<file path="config.mk">
export PLATFORM = sky130hd
export DESIGN_NAME = oau_top
export DESIGN_NICKNAME = d
export VERILOG_FILES = /design/src/rtl/oau_pkg.sv /design/src/rtl/oau_calc.sv /design/src/rtl/oau_seq.sv /design/src/rtl/oau_top.sv
export SDC_FILE = /design/constraint.sdc
export NUM_CORES = 1
export LEC_CHECK = 0
export CAP_MARGIN = 10
export CORE_ASPECT_RATIO = 0.9
export CORE_MARGIN = 8
export CORE_UTILIZATION = 50
export CTS_CLUSTER_SIZE = 20
export DETAILED_ROUTE_END_ITERATION = 7
export GPL_ROUTABILITY_DRIVEN = 0
export GPL_TIMING_DRIVEN = 0
export PLACE_DENSITY = 0.83
export SYNTH_ARGS = -nofsm -noshare
export SYNTH_HDL_FRONTEND = slang
export SYNTH_HIERARCHICAL = 1
export SYNTH_SLANG_ARGS = --single-unit
</file>
<file path="constraint.sdc">
create_clock -name clk_i -period 4.3 [get_ports clk_i]
set_clock_uncertainty 0.2 [all_clocks]
set_input_delay 0.43 -clock clk_i [delete_from_list [all_inputs] [get_ports clk_i]]
set_output_delay 0.43 -clock clk_i [all_outputs]
set_load 0.03 [all_outputs]
</file>
<file path="src/rtl/oau_pkg.sv">
package oau_pkg;
  typedef enum logic [3:0] {
    M_REG  = 4'd0,
    M_DIR  = 4'd1,
    M_DIRX = 4'd2,
    M_IND  = 4'd3,
    M_INDX = 4'd4,
    M_IMML = 4'd5,
    M_ISP  = 4'd6,
    M_ISN  = 4'd7,
    M_ICR  = 4'd8,
    M_BREL = 4'd9,
    M_BIDX = 4'd10,
    M_R11  = 4'd11,
    M_R12  = 4'd12,
    M_R13  = 4'd13,
    M_R14  = 4'd14,
    M_R15  = 4'd15
  } mode_e;

  // memory accesses needed per mode
  typedef enum logic [1:0] {ACC_NONE, ACC_ONE, ACC_TWO} acc_e;

  typedef enum logic [1:0] {S_IDLE, S_PTR, S_OPND, S_DONE} st_e;
endpackage

</file>
<file path="src/rtl/oau_calc.sv">
module oau_calc
  import oau_pkg::*;
#(
  parameter int DW    = 16,
  parameter int RW    = 4,
  parameter int IMMW  = 4,
  parameter int DISPW = 8
) (
  input  mode_e           mode_i,
  input  logic [RW-1:0]   ra_sel_i,
  input  logic [DW-1:0]   ra_val_i,
  input  logic [RW-1:0]   rx_sel_i,
  input  logic [DW-1:0]   rx_val_i,
  input  logic [IMMW-1:0] imm_i,
  input  logic [DISPW-1:0] disp_i,
  input  logic [DW-1:0]   word_i,
  input  logic [DW-1:0]   ic_i,
  output logic [DW-1:0]   first_addr_o,
  output logic [DW-1:0]   imm_opnd_o,
  output acc_e            acc_o
);
  localparam int DPADW = DW - DISPW;
  localparam int IPADW = DW - IMMW;
  localparam int RPADW = DW - RW;

  logic [DW-1:0] idx, disp_s, disp_u, mag, cur_pc, xword;

  always_comb begin
    idx    = (rx_sel_i != '0) ? rx_val_i : '0;  // R0 = no index
    disp_s = {{DPADW{disp_i[DISPW-1]}}, disp_i};
    disp_u = {{DPADW{1'b0}}, disp_i};
    mag    = {{IPADW{1'b0}}, imm_i} + DW'(1);
    cur_pc = ic_i - DW'(1);
    xword  = word_i + idx;
  end

  always_comb begin
    first_addr_o = '0;
    imm_opnd_o   = '0;
    acc_o        = ACC_NONE;
    unique case (mode_i)
      M_REG: begin
        first_addr_o = {{RPADW{1'b0}}, ra_sel_i};
        imm_opnd_o   = ra_val_i;
      end
      M_DIR: begin
        first_addr_o = word_i;
        acc_o        = ACC_ONE;
      end
      M_DIRX: begin
        first_addr_o = xword;
        acc_o        = ACC_ONE;
      end
      M_IND: begin
        first_addr_o = word_i;
        acc_o        = ACC_TWO;
      end
      M_INDX: begin
        first_addr_o = xword;
        acc_o        = ACC_TWO;
      end
      M_IMML: imm_opnd_o = xword;
      M_ISP:  imm_opnd_o = mag;
      M_ISN:  imm_opnd_o = '0 - mag;
      M_ICR:  first_addr_o = cur_pc + disp_s;
      M_BREL: begin
        first_addr_o = ra_val_i + disp_u;
        acc_o        = ACC_ONE;
      end
      M_BIDX: begin
        first_addr_o = ra_val_i + idx;
        acc_o        = ACC_ONE;
      end
      default: begin
        first_addr_o = '0;
        imm_opnd_o   = '0;
        acc_o        = ACC_NONE;
      end
    endcase
  end
endmodule

</file>
<file path="src/rtl/oau_seq.sv">
module oau_seq
  import oau_pkg::*;
#(
  parameter int DW = 16
) (
  input  logic          clk_i,
  input  logic          rst_ni,
  input  logic          req_i,
  output logic          ready_o,
  input  mode_e         mode_i,
  input  logic [DW-1:0] first_addr_i,
  input  logic [DW-1:0] imm_opnd_i,
  input  acc_e          acc_i,
  output logic          mem_req_o,
  output logic [DW-1:0] mem_addr_o,
  input  logic          mem_ack_i,
  input  logic [DW-1:0] mem_rdata_i,
  output logic          done_o,
  output logic [DW-1:0] dadr_o,
  output logic [DW-1:0] dopnd_o
);
  st_e           st_q;
  mode_e         mode_q;
  logic [DW-1:0] addr_q, opnd_q;

  always_ff @(posedge clk_i or negedge rst_ni) begin
    if (!rst_ni) begin
      st_q   <= S_IDLE;
      mode_q <= M_REG;
      addr_q <= '0;
      opnd_q <= '0;
    end else begin
      unique case (st_q)
        S_IDLE: if (req_i) begin
          mode_q <= mode_i;
          addr_q <= first_addr_i;
          opnd_q <= imm_opnd_i;
          unique case (acc_i)
            ACC_TWO: st_q <= S_PTR;
            ACC_ONE: st_q <= S_OPND;
            default: st_q <= S_DONE;
          endcase
        end
        S_PTR: if (mem_ack_i) begin
          addr_q <= mem_rdata_i;  // pointer becomes derived address
          st_q   <= S_OPND;
        end
        S_OPND: if (mem_ack_i) begin
          opnd_q <= mem_rdata_i;
          st_q   <= S_DONE;
        end
        default: st_q <= S_IDLE;
      endcase
    end
  end

  assign ready_o    = (st_q == S_IDLE);
  assign done_o     = (st_q == S_DONE);
  assign mem_req_o  = (st_q == S_PTR) || (st_q == S_OPND);
  assign mem_addr_o = addr_q;
  assign dadr_o     = addr_q;
  assign dopnd_o    = opnd_q;

  a_r11_addr_hold: assert property (@(posedge clk_i) disable iff (!rst_ni)
    mem_req_o && !mem_ack_i |=> mem_req_o && $stable(mem_addr_o));

  a_r10_done_pulse: assert property (@(posedge clk_i) disable iff (!rst_ni)
    done_o |=> !done_o);

  a_r10_done_quiet: assert property (@(posedge clk_i) disable iff (!rst_ni)
    done_o |-> !mem_req_o);

  a_r12_accept: assert property (@(posedge clk_i) disable iff (!rst_ni)
    req_i && ready_o |=> !ready_o);

  a_r7_short_range: assert property (@(posedge clk_i) disable iff (!rst_ni)
    done_o && mode_q == M_ISP |-> dopnd_o >= DW'(1) && dopnd_o <= DW'(16));

  a_r8_icr_opnd: assert property (@(posedge clk_i) disable iff (!rst_ni)
    done_o && mode_q == M_ICR |-> dopnd_o == '0);
endmodule

</file>
<file path="src/rtl/oau_top.sv">
module oau_top
  import oau_pkg::*;
#(
  parameter int DW    = 16,
  parameter int RW    = 4,
  parameter int IMMW  = 4,
  parameter int DISPW = 8
) (
  input  logic             clk_i,
  input  logic             rst_ni,
  input  logic             req_i,
  output logic             ready_o,
  input  logic [3:0]       mode_i,
  input  logic [RW-1:0]    ra_sel_i,
  input  logic [DW-1:0]    ra_val_i,
  input  logic [RW-1:0]    rx_sel_i,
  input  logic [DW-1:0]    rx_val_i,
  input  logic [IMMW-1:0]  imm_i,
  input  logic [DISPW-1:0] disp_i,
  input  logic [DW-1:0]    word_i,
  input  logic [DW-1:0]    ic_i,
  output logic             mem_req_o,
  output logic [DW-1:0]    mem_addr_o,
  input  logic             mem_ack_i,
  input  logic [DW-1:0]    mem_rdata_i,
  output logic             done_o,
  output logic [DW-1:0]    dadr_o,
  output logic [DW-1:0]    dopnd_o
);
  mode_e         mode;
  acc_e          acc;
  logic [DW-1:0] first_addr, imm_opnd;

  assign mode = mode_e'(mode_i);

  oau_calc #(.DW(DW), .RW(RW), .IMMW(IMMW), .DISPW(DISPW)) u_calc (
    .mode_i      (mode),
    .ra_sel_i    (ra_sel_i),
    .ra_val_i    (ra_val_i),
    .rx_sel_i    (rx_sel_i),
    .rx_val_i    (rx_val_i),
    .imm_i       (imm_i),
    .disp_i      (disp_i),
    .word_i      (word_i),
    .ic_i        (ic_i),
    .first_addr_o(first_addr),
    .imm_opnd_o  (imm_opnd),
    .acc_o       (acc)
  );

  oau_seq #(.DW(DW)) u_seq (
    .clk_i       (clk_i),
    .rst_ni      (rst_ni),
    .req_i       (req_i),
    .ready_o     (ready_o),
    .mode_i      (mode),
    .first_addr_i(first_addr),
    .imm_opnd_i  (imm_opnd),
    .acc_i       (acc),
    .mem_req_o   (mem_req_o),
    .mem_addr_o  (mem_addr_o),
    .mem_ack_i   (mem_ack_i),
    .mem_rdata_i (mem_rdata_i),
    .done_o      (done_o),
    .dadr_o      (dadr_o),
    .dopnd_o     (dopnd_o)
  );
endmodule

</file>
After elaboration in Yosys (flattened, before gate mapping)

Cells that the tools add are included.

Register bits after elaboration: 34
Input port bits: 108

$add $sub $neg: 7
Eq/ne operators: 18
Multiplexer cells: 14
Reductions and logical operators: 13

Operator list:

| operator                | count |
|---|---|
| $pmux W16 S6            | 1 |
| $mux W16                | 4 |
| $pmux W16 S2            | 2 |
| $pmux W16 S4            | 1 |
| $add A16 B16 Y16        | 3 |
| $add A16 B8 Y16         | 1 |
| $eq A4 B3 Y1 const B    | 4 |
| $sub A1 B16 Y16 const A | 1 |
| $sub A16 B1 Y16 const B | 1 |
| $eq A4 B4 Y1 const B    | 3 |
| $reduce_and A3 Y1       | 3 |
| $eq A4 B2 Y1 const B    | 2 |
| $pmux W2 S2             | 2 |
| $eq A2 B2 Y1 const B    | 3 |
| $mux W2                 | 3 |
| $ne A2 B2 Y1 const B    | 3 |
| $pmux W2 S3             | 1 |
| $reduce_or A2 Y1        | 3 |
| $add A4 B1 Y5 const B   | 1 |
| $eq A2 B1 Y1 const B    | 2 |
| $eq A4 B1 Y1 const B    | 1 |
| $logic_not A4 Y1        | 1 |
| $reduce_bool A2 Y1      | 2 |
| $reduce_bool A4 Y1      | 1 |
| 3 further kinds         | 3 |

Longest topological paths before layout

Word-level depth: 7
Depth in mapped cells: 20
Depth with buffers taken out: 17

Hierarchy

Netlist, hierarchy kept.

Modules (own cells, without submodules):

| module   | times used | cells an instance | area an instance (µm²) | sequential area each (µm²) |
|---|---|---|---|---|
| oau_calc | 1          | 515               | 3514.6                 | 0.0 |
| oau_seq  | 1          | 142               | 2009.4                 | 850.8 |

Least setup slack after synthesis

OpenSTA, ideal clock, no wires.

Kind: in2reg
From: input rx_sel_i[1]
To: register u_seq.opnd_q[14], in the netlist u_seq/dopnd_o[14]
Setup time: 0.125 ns
Arrival: 4.525 ns
Required time: 3.975 ns
Setup slack: -0.550 ns
Stages on the path: 17
Cell sequence: or4_1 -> clkbuf_1 -> clkbuf_1 -> clkbuf_1 -> and2_1 -> ha_1 -> nor2b_1 -> nor2_1 -> maj3_1 -> maj3_1 -> o22ai_1 -> o2111a_1 -> o31ai_1 -> xnor2_1 -> a221o_1 -> mux2_2 -> mux2_4

Longest elaborated chain between the ends: 6

Ends and longest elaborated chain:

| element              | line           | source |
|---|---|---|
| start, declared      | oau_top.sv:16  | `input logic [RW-1:0] rx_sel_i,` |
| $reduce_bool A4 Y1   | oau_calc.sv:29 | `idx = (rx_sel_i != '0) ? rx_val_i : '0;` |
| $mux W16             | oau_calc.sv:29 |  |
| $add A16 B16 Y16     | oau_calc.sv:34 | `xword = word_i + idx;` |
| $pmux W16 S4         | oau_calc.sv:41 | `unique case (mode_i)` |
| via imm_opnd[14]     | oau_top.sv:32  | `logic [DW-1:0] first_addr, imm_opnd;` |
| $mux W16             | oau_seq.sv:34  | `S_IDLE: if (req_i) begin` |
| $pmux W16 S2         | oau_seq.sv:33  | `unique case (st_q)` |
| end signal, assigned | oau_seq.sv:37  | `opnd_q <= imm_opnd_i;` |
| end signal, assigned | oau_seq.sv:49  | `opnd_q <= mem_rdata_i;` |
| end, declared        | oau_seq.sv:24  | `logic [DW-1:0] addr_q, opnd_q;` |

The timed path passes the listed nets, and every way through them passes these cells. The select of a mux whose other input is x is not followed.
A chain may end at the register's enable or synchronous reset.

Worst setup path in the final report

From: input rx_sel_i[2]
To: register u_seq.addr_q[11], in the netlist u_seq/dadr_o[11]

Longest elaborated chain between the ends: 6
Elaborated cells on any way between the ends: 7
Those cells by class: add/sub (2); mux (4); reduce/logical (1)

Ends and longest elaborated chain:

| element                             | line                           | source |
|---|---|---|
| $reduce_bool A4 Y1 (*)              | oau_calc.sv:29                 |  |
| $mux W16 (*)                        | oau_calc.sv:29                 |  |
| $add A16 B16 Y16 (on tied branches) | oau_calc.sv:71, oau_calc.sv:34 |  |
| $pmux W16 S6 (*)                    | oau_calc.sv:41                 |  |
| via first_addr[11]                  | oau_top.sv:32                  |  |
| $mux W16 (*)                        | oau_seq.sv:34                  |  |
| $pmux W16 S2 (*)                    | oau_seq.sv:33                  |  |
| end signal, assigned                | oau_seq.sv:36                  | `addr_q <= first_addr_i;` |
| end signal, assigned                | oau_seq.sv:45                  | `addr_q <= mem_rdata_i;` |
| end, declared                       | oau_seq.sv:24                  |  |

Mark *: on every way through the listed nets, which the timed path passes. The rest lies on a longest branch. The select of a mux whose other input is x is not followed.

==> flow_summary.json <==
{
  "maxCapViolCount": 0,
  "synth_cells": 657,
  "yosysTopAreaCellShare": 0.1540,
  "p_per_area_nw_per_um2": 428.7,
  "relSlewSlack": 0.4555,
  "avgRoutedWirePerCell_um": 20.25,
  "grt_pass1_vias": 6036,
  "arrival_ns": 4.56,
  "synth_top_family_by_area": "compound AO/OA/AOI/OAI gates",
  "hpwlAfterDp_mm": 15.13,
  "diodes": 0,
  "worstSetupStartpointType": "input pin",
  "htree_levels": 2,
  "synthMuxAreaShare": 0.1592,
  "p_leak_nw": 3.647,
  "fmax_mhz": 217.2,
  "drv_slew": 0,
  "drcViolationCount": 0,
  "rsz0062_at_grt": "yes",
  "worst_slack_ns": -0.3051,
  "ys_warn_count": 6,
  "synth_ff_type": "dfrtp_1",
  "ant_nets": 0,
  "cp.required_ns": 4.26,
  "synth_adder_area_share": 0.1608,
  "violations": "negative setup slack",
  "max_stage_delay_ns": 0.56,
  "finalWirelength_mm": 19.74,
  "rrSetupSlack_ns": 2.08,
  "synth_compound_area_frac": 0.2104,
  "crit_top_cell": "clkbuf_16",
  "core_area_sq_um": 10810,
  "cts_buffer_depth": 2,
  "insertion_delay_ns": 0.27,
  "worstSetupStartpoint": "rx_sel_i[2]",
  "vdd_drop_max_uv": 448.3,
  "syn_area_sq_um": 5524,
  "cts_tree": "done",
  "synth_nets": 831,
  "regToRegStartpoint": "u_seq/st_q[1]",
  "fin_cells": 975,
  "switchingPower_mw": 1.497,
  "synth_edf_count": 0,
  "p_comb_frac": 0.735,
  "path_cells": "buf_8 -> or4_4 -> clkbuf_16 -> clkbuf_16 -> and2_4 -> ha_4 -> a211oi_4 -> o21bai_1 -> a21oi_2 -> a31oi_2 -> o211ai_1 -> o41ai_2 -> buf_4 -> a41oi_4 -> buf_6 -> xnor2_2 -> a221o_1 -> mux2_2 -> mux2_4",
  "syn_area_per_cell_sq_um": 8.408,
  "initial_core_util": 0.5110,
  "clock_power_share": 0.104,
  "die_x_um": 126.8,
  "cpMaxStageDelayCell": "or4_4",
  "yosys_register_bits": 34,
  "synth_cell_types": 64,
  "io_buffers": 153,
  "path_max_fanout": 4,
  "p_seq_frac": 0.160,
  "grt-ovfl-total": 0,
  "seq_area_frac_synth": 0.1540,
  "yosysTopAreaCell": "dfrtp_1",
  "antenna_found_initial": 0,
  "hold_class": "in -> async",
  "dpl.cell_count": 943,
  "dr_total_vias": 5899,
  "fp.dieH_um": 115.7,
  "clockRootBuffer": "clkbuf_16",
  "ios": 159,
  "fillerInstances": 815,
  "finalPower_mw": 3.445,
  "finalHoldViolCount": 0,
  "drive_gt1_frac": 0.2423,
  "multi_input_area_sq_um": 4547,
  "synth.top_cells.by_area": "dfrtp_1 (15%), ha_1 (14%), mux2_2 (9.6%), xnor2_1 (6.0%), mux2_4 (5.4%)",
  "period_needed_ns": 4.605,
  "first_pass_iters": 6,
  "critical_path.top_delay_family": "compound AO/OA/AOI/OAI gates",
  "synth-simple-area-share": 0.1316,
  "finalSetupViolations": 15,
  "cp-end-kind": "register",
  "grt_usage": 0.2495,
  "path_buf_inv": 5,
  "p_int_mw": 1.948,
  "outcome": "finished with violations",
  "grt_pass1_wl_mm": 29.78,
  "clock_sinks": 34,
  "post-route-period-util": 1.071,
  "rows": 36,
  "final-seq-area_sq_um": 850.8,
  "die_area_sq_um": 14670,
  "path_clk_slew_ns": 0.05,
  "p_sw_frac": 0.4344,
  "fin_nets": 1015,
  "async_flop_share": 1.000,
  "synth-xor-area-share": 0.08562,
  "drt_iter0_drc": 566,
  "numCtsBuffers": 5,
  "critical_path_class": "in -> reg",
  "tightest_slew_ns": 0.8093,
  "grt_max_degree": 35,
  "vias_per_cell": 6.050,
  "area_growth_pct": 45.48
}
[cell type report]
cell class / count / share of cell area
flip-flops and latches: 34 / 0.1059
repair buffers: 179 / 0.2145
well taps: 133 / 0.02071
clock buffers: 7 / 0.01775
plain buffers: 43 / 0.03970
inverters: 75 / 0.03503
multi-input cells: 503 / 0.5658
clock inverters: 1 / 0.0006228
[timing repair]
action | 4_1_cts | 5_1_grt
hold buffers | 0 | 0
setup buffers | 8 | 17
pin swaps | 27 | 48
endpoints found under the setup margin | 22 | 17
gates resized for setup | 55 | 49
[Yosys cell counts, types with 14 or more instances]
cell type and n:
xnor2_1 38, o21ai_0 33, mux2_2 47, mux2_4 20
ha_1 63, a21oi_1 34, buf_4 16, nor2_1 25
nand2_1 48, a221o_1 14, inv_1 75, dfrtp_1 34
xor2_1 16, clkbuf_1 23
[logic make-up (layout without fill, tap and decap cells)]
family                   count (synthesis)  after routing
adder cells (fa/ha/maj)                 70             70
flip-flops                              34             34
multiplexers                            72             72
AO/OA/AOI/OAI                          162            162
buffers and inverters                  120            305
AND/OR/NAND/NOR                        145            145
XOR/XNOR                                54             54
[per-stage QoR]
step	utilization	hold slack [ns]	setup slack (ns)	TNS (ns)	instance area [sq um]
after CTS	0.7139	0.06755	-0.2129	-1.715	7717
after detailed placement	0.6838	0.2982	-1.081	-18.77	7392
after floorplan	-	-0.06559	-0.06288	-0.2653	5699
after global placement	0.6843	0.2933	-1.014	-17.28	7397
final	0.7434	0.03466	-0.3051	-2.842	8036
after global routing	0.7434	0.1008	-0.3798	-4.208	8036
[metal layers]
metal | vias up | track usage | wire [um]
met5 | - | 0 | 0
met4 | 0 | 0.08868 | 618
met3 | 63 | 0.05060 | 1982
met2 | 393 | 0.4281 | 9398
met1 | 2734 | 0.3056 | 7743
li1 | 2709 | - | -
[power groups by stage]
stage                     clock network (mW)  logic (mW)  registers (mW)
after floorplan                            0        1.39           0.763
after global placement                     0        2.31           0.547
after detailed placement                   0        2.37           0.555
after CTS                              0.362        2.41           0.553
after global routing                   0.385        2.66           0.570
final                                  0.359        2.53           0.552
[worst register-to-register path, delay by kind of cell (launching register included)]
kind | cells | cell delay [ns]
fa+ha+maj | 1 | 0.20
buf+inv | 3 | 0.51
flops | 1 | 0.42
mux | 2 | 0.51
simple gates | 1 | 0.27
[cells in the final DEF (no fill, tap or decap), drive strengths merged, types with 5 or more instances in the layout]
master         count
dfrtp             34
a211oi             7
inv               75
nor2              27
o21ai             34
a221o             14
o21bai             7
ha                63
and2              12
nor3              10
a222oi             7
o41ai              5
nand3             11
nor2b             12
clkdlybuf4s50    146
mux2              67
xor2              16
a21oi             35
clkbuf            25
xnor2             38
a21o              12
buf               56
mux2i              5
o221ai             5
nand2             48
a31oi              9
[state kept, by name, indices dropped and copies added, names as in the netlist]
signal	count
u_seq/st_q	2
u_seq/dadr_o	16
u_seq/dopnd_o	16
[worst paths after layout]
check / endpoint / cells after the start
max reg2reg: u_seq/dadr_o[11] / 7
max in group asynchronous: u_seq/dadr_o[14] / 1
min: u_seq/st_q[0] / 1
min in group clk_i: u_seq/dopnd_o[11] / 1
max: u_seq/dadr_o[11] / 19
min reg2reg: u_seq/dopnd_o[11] / 1
Power figures use the tool's default switching activity.
